**config.mk**
```make
export PLATFORM = sky130hd
export DESIGN_NAME = mmreg_cell
export DESIGN_NICKNAME = d
export VERILOG_FILES = /design/src/rtl/mmreg_pkg.sv /design/src/rtl/mmreg_src_sel.sv /design/src/rtl/mmreg_edge.sv /design/src/rtl/mmreg_next.sv /design/src/rtl/mmreg_async.sv /design/src/rtl/mmreg_cell.sv
export SDC_FILE = /design/constraint.sdc
export NUM_CORES = 1
export LEC_CHECK = 0
export BUFFER_PORTS_ARGS = -buffer_cell sky130_fd_sc_hd__buf_4
export CORE_AREA = 2 2 39 41
export DETAILED_ROUTE_END_ITERATION = 10
export DIE_AREA = 0 0 41 43
export GPL_TIMING_DRIVEN = 0
export PLACE_DENSITY_LB_ADDON = 0.2
export SLEW_MARGIN = 15
export SYNTH_ARGS = -nofsm -noshare
export SYNTH_HDL_FRONTEND = slang
export SYNTH_HIERARCHICAL = 1
export SYNTH_SLANG_ARGS = --single-unit
```
**constraint.sdc**
```tcl
create_clock -name clk -period 1.95 [get_ports clk]
set_input_delay 0.0975 -clock clk [delete_from_list [all_inputs] [get_ports clk]]
set_output_delay 0.0975 -clock clk [all_outputs]
set_load 0.02 [all_outputs]
```
**src/rtl/mmreg_pkg.sv**
```systemverilog
`timescale 1ns/1ps
// Package: shared encodings for the multi-mode register cell.
// Assumes a 3-bit mode field; codes beyond LATCH fall back to D behaviour.
package mmreg_pkg;
    localparam int MODE_W = 3;
    localparam int DSEL_W = 2;
    localparam int CLRS_W = 2;

    typedef enum logic [MODE_W-1:0] {
        MODE_D     = 3'd0,
        MODE_T     = 3'd1,
        MODE_JK    = 3'd2,
        MODE_SR    = 3'd3,
        MODE_LATCH = 3'd4
    } cell_mode_e;

    localparam logic [DSEL_W-1:0] DSEL_PT  = 2'd1;
    localparam logic [DSEL_W-1:0] DSEL_PIN = 2'd2;
endpackage

```
**src/rtl/mmreg_src_sel.sv**
```systemverilog
`timescale 1ns/1ps
// Module: mmreg_src_sel
// Picks the data candidate and the clock candidate, and decides whether
// the clock enable currently allows edges.
// Assumes: select codes at or above NGCLK choose the product-term clock;
// the enable gates only global clocks.
module mmreg_src_sel
    import mmreg_pkg::*;
#(
    parameter int NGCLK = 3,
    localparam int CSEL_W = $clog2(NGCLK + 1)
) (
    input  logic [DSEL_W-1:0] cfg_dsel,
    input  logic [CSEL_W-1:0] cfg_csel,
    input  logic              cfg_ce_on,
    input  logic              xor_in,
    input  logic              pt_data,
    input  logic              pin_in,
    input  logic [NGCLK-1:0]  gclk_in,
    input  logic              pt_clk,
    input  logic              pt_ce,
    output logic              d_sel,
    output logic              clk_sel,
    output logic              ce_ok
);
    logic [NGCLK-1:0] clk_hit;
    logic             use_pt_clk;

    // One match term per global clock; at most one can be set.
    for (genvar g = 0; g < NGCLK; g++) begin : g_clk_hit
        assign clk_hit[g] = (cfg_csel == CSEL_W'(g)) & gclk_in[g];
    end

    assign use_pt_clk = (cfg_csel >= CSEL_W'(NGCLK));

    // Data candidate mux.
    always_comb begin
        unique case (cfg_dsel)
            DSEL_PT:  d_sel = pt_data;
            DSEL_PIN: d_sel = pin_in;
            default:  d_sel = xor_in;
        endcase
    end

    // Clock candidate mux and enable qualification.
    always_comb begin
        clk_sel = use_pt_clk ? pt_clk : |clk_hit;
        ce_ok   = use_pt_clk | ~cfg_ce_on | pt_ce;
    end
endmodule

```
**src/rtl/mmreg_edge.sv**
```systemverilog
`timescale 1ns/1ps
// Module: mmreg_edge
// Detects an enabled rising edge of the selected clock by comparing it
// against its level at the previous system clock edge.
// Assumes: the selected clock is slower than clk; reset clears the
// remembered level.
module mmreg_edge (
    input  logic clk,
    input  logic rst_n,
    input  logic clk_sel,
    input  logic ce_ok,
    output logic rise
);
    logic clk_prev;

    // Remember the sampled level of the selected clock.
    always_ff @(posedge clk) begin
        if (!rst_n) clk_prev <= 1'b0;
        else        clk_prev <= clk_sel;
    end

    assign rise = clk_sel & ~clk_prev & ce_ok;
endmodule

```
**src/rtl/mmreg_next.sv**
```systemverilog
`timescale 1ns/1ps
// Module: mmreg_next
// Computes the state after an edge for each edge-triggered mode.
// Assumes: d is J or S, aux is K or R; JK 11 toggles, SR 11 clears.
module mmreg_next
    import mmreg_pkg::*;
(
    input  logic [MODE_W-1:0] mode,
    input  logic              cur,
    input  logic              d,
    input  logic              aux,
    output logic              nxt
);
    // Next-state function per mode; unlisted codes behave as D.
    always_comb begin
        unique case (cell_mode_e'(mode))
            MODE_T:  nxt = cur ^ d;
            MODE_JK: nxt = (d & ~cur) | (~aux & cur);
            MODE_SR: nxt = ~aux & (d | cur);
            default: nxt = d;
        endcase
    end
endmodule

```
**src/rtl/mmreg_async.sv**
```systemverilog
`timescale 1ns/1ps
// Module: mmreg_async
// Resolves the asynchronous clear and preset from their configured sources.
// Assumes: clear-source bit 0 enables the global clear, bit 1 the product term.
module mmreg_async
    import mmreg_pkg::*;
(
    input  logic [CLRS_W-1:0] cfg_clr_src,
    input  logic              cfg_pre_on,
    input  logic              gclr,
    input  logic              pt_clr,
    input  logic              pt_pre,
    output logic              clr_act,
    output logic              pre_act
);
    // Gate each source by its enable and combine the clears.
    always_comb begin
        clr_act = (cfg_clr_src[0] & gclr) | (cfg_clr_src[1] & pt_clr);
        pre_act = cfg_pre_on & pt_pre;
    end
endmodule

```
**src/rtl/mmreg_cell.sv**
```systemverilog
`timescale 1ns/1ps
// Module: mmreg_cell (top)
// One configurable storage bit: D, toggle, JK, set/reset or flow-through latch,
// with selectable data, clock, enable, clear and preset sources.
// Assumes: candidate clocks are sampled on clk; clear beats preset, which
// beats latch pass-through and stored state at the output.
module mmreg_cell
    import mmreg_pkg::*;
#(
    parameter int NGCLK = 3,
    localparam int CSEL_W = $clog2(NGCLK + 1)
) (
    input  logic              clk,
    input  logic              rst_n,
    input  logic [MODE_W-1:0] cfg_mode,
    input  logic [DSEL_W-1:0] cfg_dsel,
    input  logic [CSEL_W-1:0] cfg_csel,
    input  logic              cfg_ce_on,
    input  logic [CLRS_W-1:0] cfg_clr_src,
    input  logic              cfg_pre_on,
    input  logic              xor_in,
    input  logic              pt_data,
    input  logic              pin_in,
    input  logic              aux_in,
    input  logic [NGCLK-1:0]  gclk_in,
    input  logic              pt_clk,
    input  logic              pt_ce,
    input  logic              gclr,
    input  logic              pt_clr,
    input  logic              pt_pre,
    output logic              q
);
    logic d_sel, clk_sel, ce_ok, rise, nxt, clr_act, pre_act, latch_mode, state;

    mmreg_src_sel #(.NGCLK(NGCLK)) src_i (
        .cfg_dsel(cfg_dsel), .cfg_csel(cfg_csel), .cfg_ce_on(cfg_ce_on),
        .xor_in(xor_in), .pt_data(pt_data), .pin_in(pin_in),
        .gclk_in(gclk_in), .pt_clk(pt_clk), .pt_ce(pt_ce),
        .d_sel(d_sel), .clk_sel(clk_sel), .ce_ok(ce_ok)
    );

    mmreg_edge edge_i (
        .clk(clk), .rst_n(rst_n), .clk_sel(clk_sel), .ce_ok(ce_ok), .rise(rise)
    );

    mmreg_next next_i (
        .mode(cfg_mode), .cur(state), .d(d_sel), .aux(aux_in), .nxt(nxt)
    );

    mmreg_async async_i (
        .cfg_clr_src(cfg_clr_src), .cfg_pre_on(cfg_pre_on), .gclr(gclr),
        .pt_clr(pt_clr), .pt_pre(pt_pre), .clr_act(clr_act), .pre_act(pre_act)
    );

    assign latch_mode = (cell_mode_e'(cfg_mode) == MODE_LATCH);

    // Stored state update: reset, then clear, preset, latch, edge.
    always_ff @(posedge clk) begin
        if (!rst_n)                   state <= 1'b0;
        else if (clr_act)             state <= 1'b0;
        else if (pre_act)             state <= 1'b1;
        else if (latch_mode)          state <= clk_sel ? d_sel : state;
        else if (rise)                state <= nxt;
    end

    // Output: asynchronous overrides and latch pass-through ahead of state.
    always_comb begin
        if (clr_act)                      q = 1'b0;
        else if (pre_act)                 q = 1'b1;
        else if (latch_mode && clk_sel)   q = d_sel;
        else                              q = state;
    end
endmodule

```
* Word-level counts from Yosys, hierarchy flattened
Index checks and enable logic that the tools add are counted.
** Storage, ports and cells
- RAM bits :: 0
- Bits in latches :: 0
- Bits in registers :: 2
- Memory bits (read-only) :: 0
- Output and inout port bits :: 1
- Memories :: 0
** Operators by class
- Reduce and logical (&&, ||, !) cells :: 6
- Equal/unequal tests :: 9
- Multipliers :: 0
- Mux-type cells :: 10
- Div/mod/pow operators :: 0
- Add/sub/neg operators :: 0
- Bitwise gates (word level) :: 22
- $lt $le $gt $ge :: 1
- Shift operators :: 0
** Operators with widths (number)
- bitwise AND 1 bit :: 11
- two-way mux 1 bit :: 8
- == test 3 x 2 -> 1 bit (second input constant) :: 2
- NOT 1 bit :: 5
- OR 1 bit :: 5
- == test 2 x 1 -> 1 bit (second input constant) :: 2
- == test 2 bit (second input constant) :: 2
- == test 3 x 1 -> 1 bit (second input constant) :: 1
- == test 3 bit (second input constant) :: 1
- inequality test 3 x 2 -> 1 bit (second input constant) :: 1
- case mux 1 bit (3 select lines) :: 1
- nonzero test 3 bit :: 1
- OR reduction 3 bit :: 1
- greater-or-equal comparator 2 bit (second input constant) :: 1
- logical NOT 2 bit :: 1
- case mux 1 bit (2 select lines) :: 1
- AND reduction 2 bit :: 1
- OR reduction 2 bit :: 1
- logical AND 1 bit :: 1
- bitwise XOR 1 bit :: 1

* Depth between registers and ports, before layout
Gate-level depths: netlist (run 1).
- Depth in word-level cells :: 9
- Mapped depth :: 11
- Gate-level depth less buffers :: 11

* Hierarchy
Netlist (run 1), hierarchy kept.
** By module, submodules not included
- mmreg_cell :: cells an instance 11, instances 1, area an instance 90.1 µm²
- mmreg_src_sel :: cells an instance 10, instances 1, area an instance 82.6 µm²
- mmreg_next :: cells an instance 10, instances 1, area an instance 65.1 µm²
- mmreg_edge :: cells an instance 3, instances 1, area an instance 35.0 µm²
- mmreg_async :: cells an instance 2, instances 1, area an instance 15.0 µm²

* Worst setup path after synthesis (run 1)
No wires, ideal clock.
- Path kind :: input to register
- From :: in cfg_dsel[0]
- To :: reg state
- Arrival :: 1.530 ns
- Buffers on the path :: 0
- Cell stages on the path :: 10
- Path slack :: 0.287 ns
- Path through :: inv_1 ha_1 o21ai_0 inv_1 ha_1 nand2_1 nor3_1 a311o_1 nand3b_1 a311oi_1
** On the way
- Cells in the longest elaborated chain, start to end :: 8
** Ends and longest elaborated chain
- start: declaration :: RTL line mmreg_cell.sv:16 : input logic [DSEL_W-1:0] cfg_dsel,
- == test 2 bit or == test 2 x 1 -> 1 bit (tied branches) :: RTL line mmreg_src_sel.sv:38 : unique case (cfg_dsel)
- case mux 1 bit (2 select lines) (*) :: RTL line mmreg_src_sel.sv:38
- via d_sel :: RTL line mmreg_cell.sv:33 : logic d_sel, clk_sel, ce_ok, rise, nxt, clr_act, pre_act, latch_mode, state;
- OR 1 bit or bitwise AND 1 bit (tied branches) :: RTL line mmreg_next.sv:19, mmreg_next.sv:18
- bitwise AND 1 bit or OR 1 bit (tied branches) :: RTL line mmreg_next.sv:19, mmreg_next.sv:18
- case mux 1 bit (3 select lines) (*) :: RTL line mmreg_next.sv:16 : unique case (cell_mode_e'(mode))
- via nxt :: RTL line mmreg_cell.sv:33
- two-way mux 1 bit (*) :: RTL line mmreg_cell.sv:63 : else if (rise) state <= nxt;
- two-way mux 1 bit (*) :: RTL line mmreg_cell.sv:62 : else if (latch_mode) state <= clk_sel ? d_sel : state;
- two-way mux 1 bit (*) :: RTL line mmreg_cell.sv:61 : else if (pre_act) state <= 1'b1;
- end signal: assignment :: RTL line mmreg_cell.sv:62
- end signal: assignment :: RTL line mmreg_cell.sv:63
- end: declaration :: RTL line mmreg_cell.sv:33
Mark *: on every way through the listed nets, which the timed path passes. The rest lies on a longest branch. The select of a mux whose other input is x is not followed.
A chain may end at the register's enable or synchronous reset.

* Final worst setup path (run 1)
Same ends and word-level chain as after synthesis.

==> impl_metrics.py, run 1 <==
metrics = {
    "outcome": {
        "status": "finished, final reports clean",
    },
    "die": {
        "coreArea_sq_mm": 0.00138,
        "rows": 14,
        "design.portCount": 26,
        "start_util": 0.208,
        "die_area_sq_mm": 0.00176,
        "dieWidth_um": 41,
        "die_y_um": 43,
    },
    "timing": {
        "finalSetupTns_ns": 0,
        "max_slew_margin": 0.848,
        "clock_skew_ns": 0.00409,
        "worst_slew_pin_slew_ns": 0.227,
        "setup_repair_after_global_routing_missed_its_margin": "false",
        "layout_worst_path_cycle_share": 0.814,
        "clock.fmax_ghz": 0.630,
        "timing.final.hold_violations": 0,
        "postLayoutSetupSlackWorst_ns": 0.362,
        "setup_viol": 0,
        "post-route-min-period_ns": 1.59,
        "maxSlewViolCount": 0,
    },
    "clock_network": {
        "clk_tree_root_cell": "clkbuf_4",
        "post-cts-setup-buffer-count": 0,
        "clock_latency_ns": 0.22,
        "cts.sinks": 2,
        "cts_max_level": 1,
        "numCtsBuffers": 3,
        "cts_tree": "done",
        "cts-hold-fix-buffers": 0,
        "clk_pin_slew_worst_paths_ns": 0.03,
        "cts.path.max_buffers": 2,
    },
    "pwr": {
        "power.density_cell_area_mw_per_mm2": 440,
        "cellLeakagePower_nw": 0.256,
        "power.internal_w": 0.000169,
        "power_frac_comb": 0.398,
        "power_switching_w": 0.0000587,
        "clock_power_share": 0.400,
        "p_seq_frac": 0.202,
        "ir_worst_vdd_mv": 0.215,
        "sw_frac_of_total": 0.258,
    },
    "yosys": {
        "yosysSeqAreaShare": 0.139,
        "synth.lib_cells_used.distinct": 22,
        "ys_seq_elements": 2,
        "mappedNetlistArea_sq_um": 288,
        "synth-warning-count": 6,
        "synthesis.instances": 36,
        "mappedNetlistNets": 64,
        "syn-mean-instance-area_sq_um": 7.99,
    },
    "setup_path": {
        "worst_ep_required_time_ns": 2.08,
        "cp_top_family": "compound AO/OA/AOI/OAI gates",
        "crit_path_end_kind": "flop",
        "timing.critical_path.fanout_max": 3,
        "critPathMaxStageDelay_ns": 0.29,
        "timing.critical_path.cells": "buf_4, inv_1, ha_1, o21ai_1, inv_1, ha_1, nand2_1, nor3_1, a311o_1, nand3b_1, a311oi_1",
        "timing.reg2reg.worst_path_depth": 7,
        "path_depth": 11,
        "timing.critical_path.arrival_ns": 1.72,
        "timing.critical_path.slowest_stage_cell": "ha_1",
        "startpoint_type": "input port",
        "worst-path-buf-inv": 3,
        "critPathKind": "in -> reg",
    },
    "global_route": {
        "grt_pass1_wl_mm": 1.21,
        "total_grt_overflow": 0,
        "via_count_of_the_first_global_routing_pass": 328,
        "grt_antenna_before_repair": 0,
        "global_route.usage.total": 0.100,
        "maximum_number_of_pins_on_one_net_before_global_route_repair": 6,
    },
    "routing": {
        "vias_per_cell": 4.49,
        "via_count": 359,
        "route.detailed.drc": 0,
        "detail-route-antenna-nets": 0,
        "average_detailed_routed_wire_length_per_instance_um": 8.80,
        "detail_route.wirelength_um": 704,
        "wl_met1_um": 300,
        "met3WireLength_um": 69,
        "top_sig_layer": "met3",
        "dr.pass1.iters": 2,
        "drt-initial-drc-count": 3,
        "met2WireLength_um": 334,
    },
    "place": {
        "post_detail_place_hpwl_um": 605,
        "placed_cells": 77,
        "rd_place_congestion": 0.673,
        "port_buffers": 25,
        "place_ws_ns": 0.0128,
    },
    "flow_run": {
        "cap_violations": 0,
    },
    "cells_and_area": {
        "share_of_layout_cells_above_drive_strength_1": 0.469,
        "final_net_count": 94,
        "n_fill_cell": 139,
        "final_cell_count_no_fill": 80,
        "syn2layout_area_growth_pct": 80.0,
        "antennaDiodeCount": 0,
    },
    "hold_path": {
        "hp-class": "in -> reg",
        "worst_hold_path.num_cells": 2,
    },
}
==> power groups by stage <==
stage	Combinational, W	Clock (W)	Sequential (W)
6_report	0.0000907	0.0000911	0.0000461
5_1_grt	0.000103	0.0000997	0.0000464
4_1_cts	0.0000919	0.0000968	0.0000460
3_5_place_dp	0.0000918	0	0.0000466
3_3_place_gp	0.0000908	0	0.0000467
2_1_floorplan	0.0000416	0	0.0000460
==> flip-flops by register name (all words and copies together), names as in the netlist <==
register	cells
edge_i/clk_prev	1
state	1
==> placed cells by master, fill, tap and decap left out <==
master     instances
nand2_1            4
mux2i_1            1
a31oi_1            1
a21oi_1            2
and2_1             2
o21ai_1            1
o211ai_1           1
mux4_2             1
a22oi_1            1
a311o_1            1
clkbuf_4           3
dfxtp_1            2
nor2_1             1
nor3_1             1
and3b_1            1
a22o_1             1
nand4bb_1          1
buf_4             25
a311oi_1           1
inv_1              6
o21a_1             1
nand3b_1           2
ha_1               3
nor3b_2            1
==> metal layers <==
| metal | track usage | up-vias |
|---|---|---|
| met4 | 0.0400 | 0 |
| li1 | - | 190 |
| met5 | 0 | - |
| met3 | 0.0524 | 0 |
| met1 | 0.115 | 155 |
| met2 | 0.150 | 14 |
==> worst paths after layout <==
check                                   startpoint                         end  slack, ns
worst min-delay path                         rst_n  edge_i/clk_prev$_SDFF_PN0_        0.1
worst max register to register  state$_SDFFE_PP0P_          state$_SDFFE_PP0P_       0.49
worst min register to register  state$_SDFFE_PP0P_          state$_SDFFE_PP0P_       0.56
worst max-delay path                   cfg_dsel[0]          state$_SDFFE_PP0P_       0.36
==> cell families after synthesis <==
group / after synthesis / share of synthesized area
buf+inv: 6 / 0.0783
compound gates: 10 / 0.248
flops: 2 / 0.139
mux: 2 / 0.113
simple gates: 13 / 0.291
fa+ha+maj: 3 / 0.130
==> synthesized netlist by cell type <==
library cell | count | area [sq um]
inv_1 | 6 | 22.5
nand2_1 | 4 | 15.0
ha_1 | 3 | 37.5
a21oi_1 | 2 | 10.0
and2_1 | 2 | 12.5
dfxtp_1 | 2 | 40.0
nand3b_1 | 2 | 15.0
a22o_1 | 1 | 8.76
a22oi_1 | 1 | 7.51
a311o_1 | 1 | 10.0
a311oi_1 | 1 | 8.76
a31oi_1 | 1 | 6.26
and3b_1 | 1 | 8.76
mux2i_1 | 1 | 10.0
mux4_2 | 1 | 22.5
nand4bb_1 | 1 | 11.3
nor2_1 | 1 | 3.75
nor3_1 | 1 | 5.00
nor3b_2 | 1 | 12.5
o211ai_1 | 1 | 7.51
o21a_1 | 1 | 7.51
o21ai_0 | 1 | 5.00
==> cell type report <==
cell class	count	area (sq um)	area share
Multi-Input combinational cell	28	225	0.435
Timing Repair Buffer	25	188	0.362
Sequential cell	2	40.0	0.0773
Clock buffer	3	22.5	0.0435
Inverter	6	22.5	0.0435
Tap cell	16	20.0	0.0386
==> metrics by stage <==
stage / hold slack [ns] / total power [W] / instance area [sq um] / utilization
after floorplan: 0.216 / 0.0000877 / 288 / -
after global placement: 0.316 / 0.000137 / 495 / 0.358
after detailed placement: 0.323 / 0.000138 / 495 / 0.358
after CTS: 0.0882 / 0.000235 / 518 / 0.374
after global routing: 0.107 / 0.000249 / 518 / 0.374
final: 0.0959 / 0.000228 / 518 / 0.374
==> timing repair <==
item | CTS | global route
gates resized for setup | 0 | 1
endpoints found under the setup margin | 0 | 1
hold endpoints to repair | 0 | 0
Power figures use the tool's default switching activity.
==> run 2, diff against run 1 <==
==> constraint.sdc (replaced) <==
create_clock -name clk -period 1.3 [get_ports clk]
set_input_delay 0.065 -clock clk [delete_from_list [all_inputs] [get_ports clk]]
set_output_delay 0.065 -clock clk [all_outputs]
set_load 0.02 [all_outputs]
==> run 2 against run 1 <==
The flow now finishes with violations (setup timing). Critical path type unchanged. Largest power group is now combinational cells. Setup slack worse by 0.48 ns. Clock-buffer cell count stayed put. Critical endpoint unchanged. Largest cell class unchanged. Clock skew down 0.0017 ns. Cell count rose by 1.3%. Via count rose by 4.2%. Highest routed layer unchanged.
==> impl_metrics.py, run 2 (synthesis results as in run 1) <==
metrics = {
    "outcome": {
        "status": "complete, but fails checks",
        "violations": "setup timing",
    },
    "setup_path": {
        "setup.worst_path.start": "cfg_dsel[1]",
        "rrSetupSlack_ns": -0.09,
        "worst_ep_required_time_ns": 1.39,
        "timing.reg2reg.worst_path_depth": 7,
        "crit-reg2reg-capture": "state$_SDFFE_PP0P_",
        "crit_end": "state$_SDFFE_PP0P_",
        "worstReg2RegStart": "state$_SDFFE_PP0P_",
        "startpoint_type": "input port",
        "timing.critical_path.arrival_ns": 1.51,
        "crit_path_end_kind": "flop",
        "critPathKind": "in -> reg",
        "timing.critical_path.fanout_max": 2,
    },
    "cells_and_area": {
        "syn2layout_area_growth_pct": 102,
        "register_area_sq_um": 41.3,
        "final_net_count": 95,
        "multi_input_area_sq_um": 279,
        "final_cell_count_no_fill": 81,
        "share_of_layout_cells_above_drive_strength_1": 0.615,
        "n_fill_cell": 158,
        "layout.cells.most_common_list": "buf_4, inv_1, nand2_1, clkbuf_4",
        "antennaDiodeCount": 0,
        "most_common_library_cell_in_the_layout_ignoring_fill_and_taps": "buf_4",
        "largest_registers": "edge_i/clk_prev: 1 flops, state: 1 flops",
    },
    "timing": {
        "layout_worst_path_cycle_share": 1.09,
        "finalSetupTns_ns": -0.122,
        "max_slew_margin": 0.838,
        "clock.fmax_ghz": 0.704,
        "worst_slew_pin_slew_ns": 0.242,
        "maxSlewViolCount": 0,
        "timing.final.hold_violations": 0,
        "setup_viol": 2,
        "clock_skew_ns": 0.00242,
        "post-route-min-period_ns": 1.42,
        "postLayoutSetupSlackWorst_ns": -0.121,
        "setup_repair_after_global_routing_missed_its_margin": "true",
    },
    "place": {
        "place_ws_ns": -0.432,
        "port_buffers": 25,
        "post_detail_place_hpwl_um": 653,
        "placed_cells": 77,
        "rd_place_congestion": 0.756,
    },
    "flow_run": {
        "cap_violations": 0,
    },
    "pwr": {
        "power.density_cell_area_mw_per_mm2": 648,
        "cellLeakagePower_nw": 0.271,
        "power.total_w": 0.000376,
        "ir_worst_vdd_mv": 0.338,
    },
    "clock_network": {
        "cts_max_level": 1,
        "cts.path.max_buffers": 2,
        "numCtsBuffers": 3,
        "clk_pin_slew_worst_paths_ns": 0.03,
        "cts_tree": "done",
        "cts.sinks": 2,
        "clock_latency_ns": 0.22,
        "clk_tree_root_cell": "clkbuf_4",
    },
    "routing": {
        "dr.pass1.iters": 1,
        "route.detailed.drc": 0,
        "via_count": 374,
        "detail-route-antenna-nets": 0,
        "vias_per_cell": 4.62,
        "drt-initial-drc-count": 0,
        "detail_route.wirelength_um": 791,
        "average_detailed_routed_wire_length_per_instance_um": 9.77,
    },
    "die": {
        "die_y_um": 43,
        "start_util": 0.208,
        "design.portCount": 26,
        "rows": 14,
        "dieWidth_um": 41,
        "coreArea_sq_mm": 0.00138,
        "die_area_sq_mm": 0.00176,
    },
    "global_route": {
        "total_grt_overflow": 0,
        "via_count_of_the_first_global_routing_pass": 343,
        "maximum_number_of_pins_on_one_net_before_global_route_repair": 6,
        "grt_antenna_before_repair": 0,
        "global_route.usage.total": 0.110,
        "grt_pass1_wl_mm": 1.26,
    },
    "hold_path": {
        "hp-class": "in -> reg",
        "hold_path_startpoint": "rst_n",
    },
}
run 2: stage by stage:
stage | hold slack [ns] | util | area (sq um)
final | 0.0596 | 0.420 | 581
after global routing | 0.0623 | 0.420 | 581
after CTS | 0.0507 | 0.403 | 558
after detailed placement | 0.288 | 0.375 | 519
after global placement | 0.286 | 0.375 | 519
after floorplan | 0.183 | - | 312
run 2: area by class of cell:
class                      count  area share
clock buffer                   3      0.0388
tap                           16      0.0345
inverter                       6      0.0388
timing repair buffer          26       0.336
sequential                     2      0.0711
multi-input combinational     28       0.481
run 2: worst max-delay path: stages:
cell and delay (ns):
buf_4 0.10, inv_1 0.04, ha_1 0.18, a22oi_2 0.20, o21ai_4 0.07, inv_1 0.06, ha_1 0.22, nand2_1 0.08
nor3_2 0.04, a311o_1 0.27, nand3b_1 0.10, a311oi_2 0.09
run 2: repair_timing:
action / 4_1_cts / 5_1_grt
resized for setup: 2 / 4
gates cloned: 0 / 0
pin swaps: 3 / 1
setup buffers: 1 / 0
setup endpoints to repair: 1 / 2
hold buffers: 0 / 0
run 2: per-layer routing:
metal / up-vias / track usage / part of all wire / routed length (um)
li1: 191 / - / - / -
met1: 172 / 0.113 / 0.36 / 288
met2: 11 / 0.169 / 0.56 / 446
met3: 0 / 0.0314 / 0.070 / 55
met4: 0 / 0.100 / 0 / 0
met5: - / 0 / 0 / 0
run 2: report_power, final:
part           internal, W  switching [W]  total (W)  leakage [nW]
sequential       0.0000670     0.00000294  0.0000699        0.0169
clock             0.000102      0.0000343   0.000136        0.0138
combinational     0.000103      0.0000675   0.000170         0.240
run 2: how the worst min path moves through the flow:
stage               cells after the start                    endpoint  slack (ns)
floorplan                               2          state$_SDFFE_PP0P_        0.18
global placement                        2  edge_i/clk_prev$_SDFF_PN0_        0.29
detailed placement                      2  edge_i/clk_prev$_SDFF_PN0_        0.29
CTS                                     2  edge_i/clk_prev$_SDFF_PN0_        0.05
global route                            2  edge_i/clk_prev$_SDFF_PN0_        0.06
finish                                  2  edge_i/clk_prev$_SDFF_PN0_        0.06
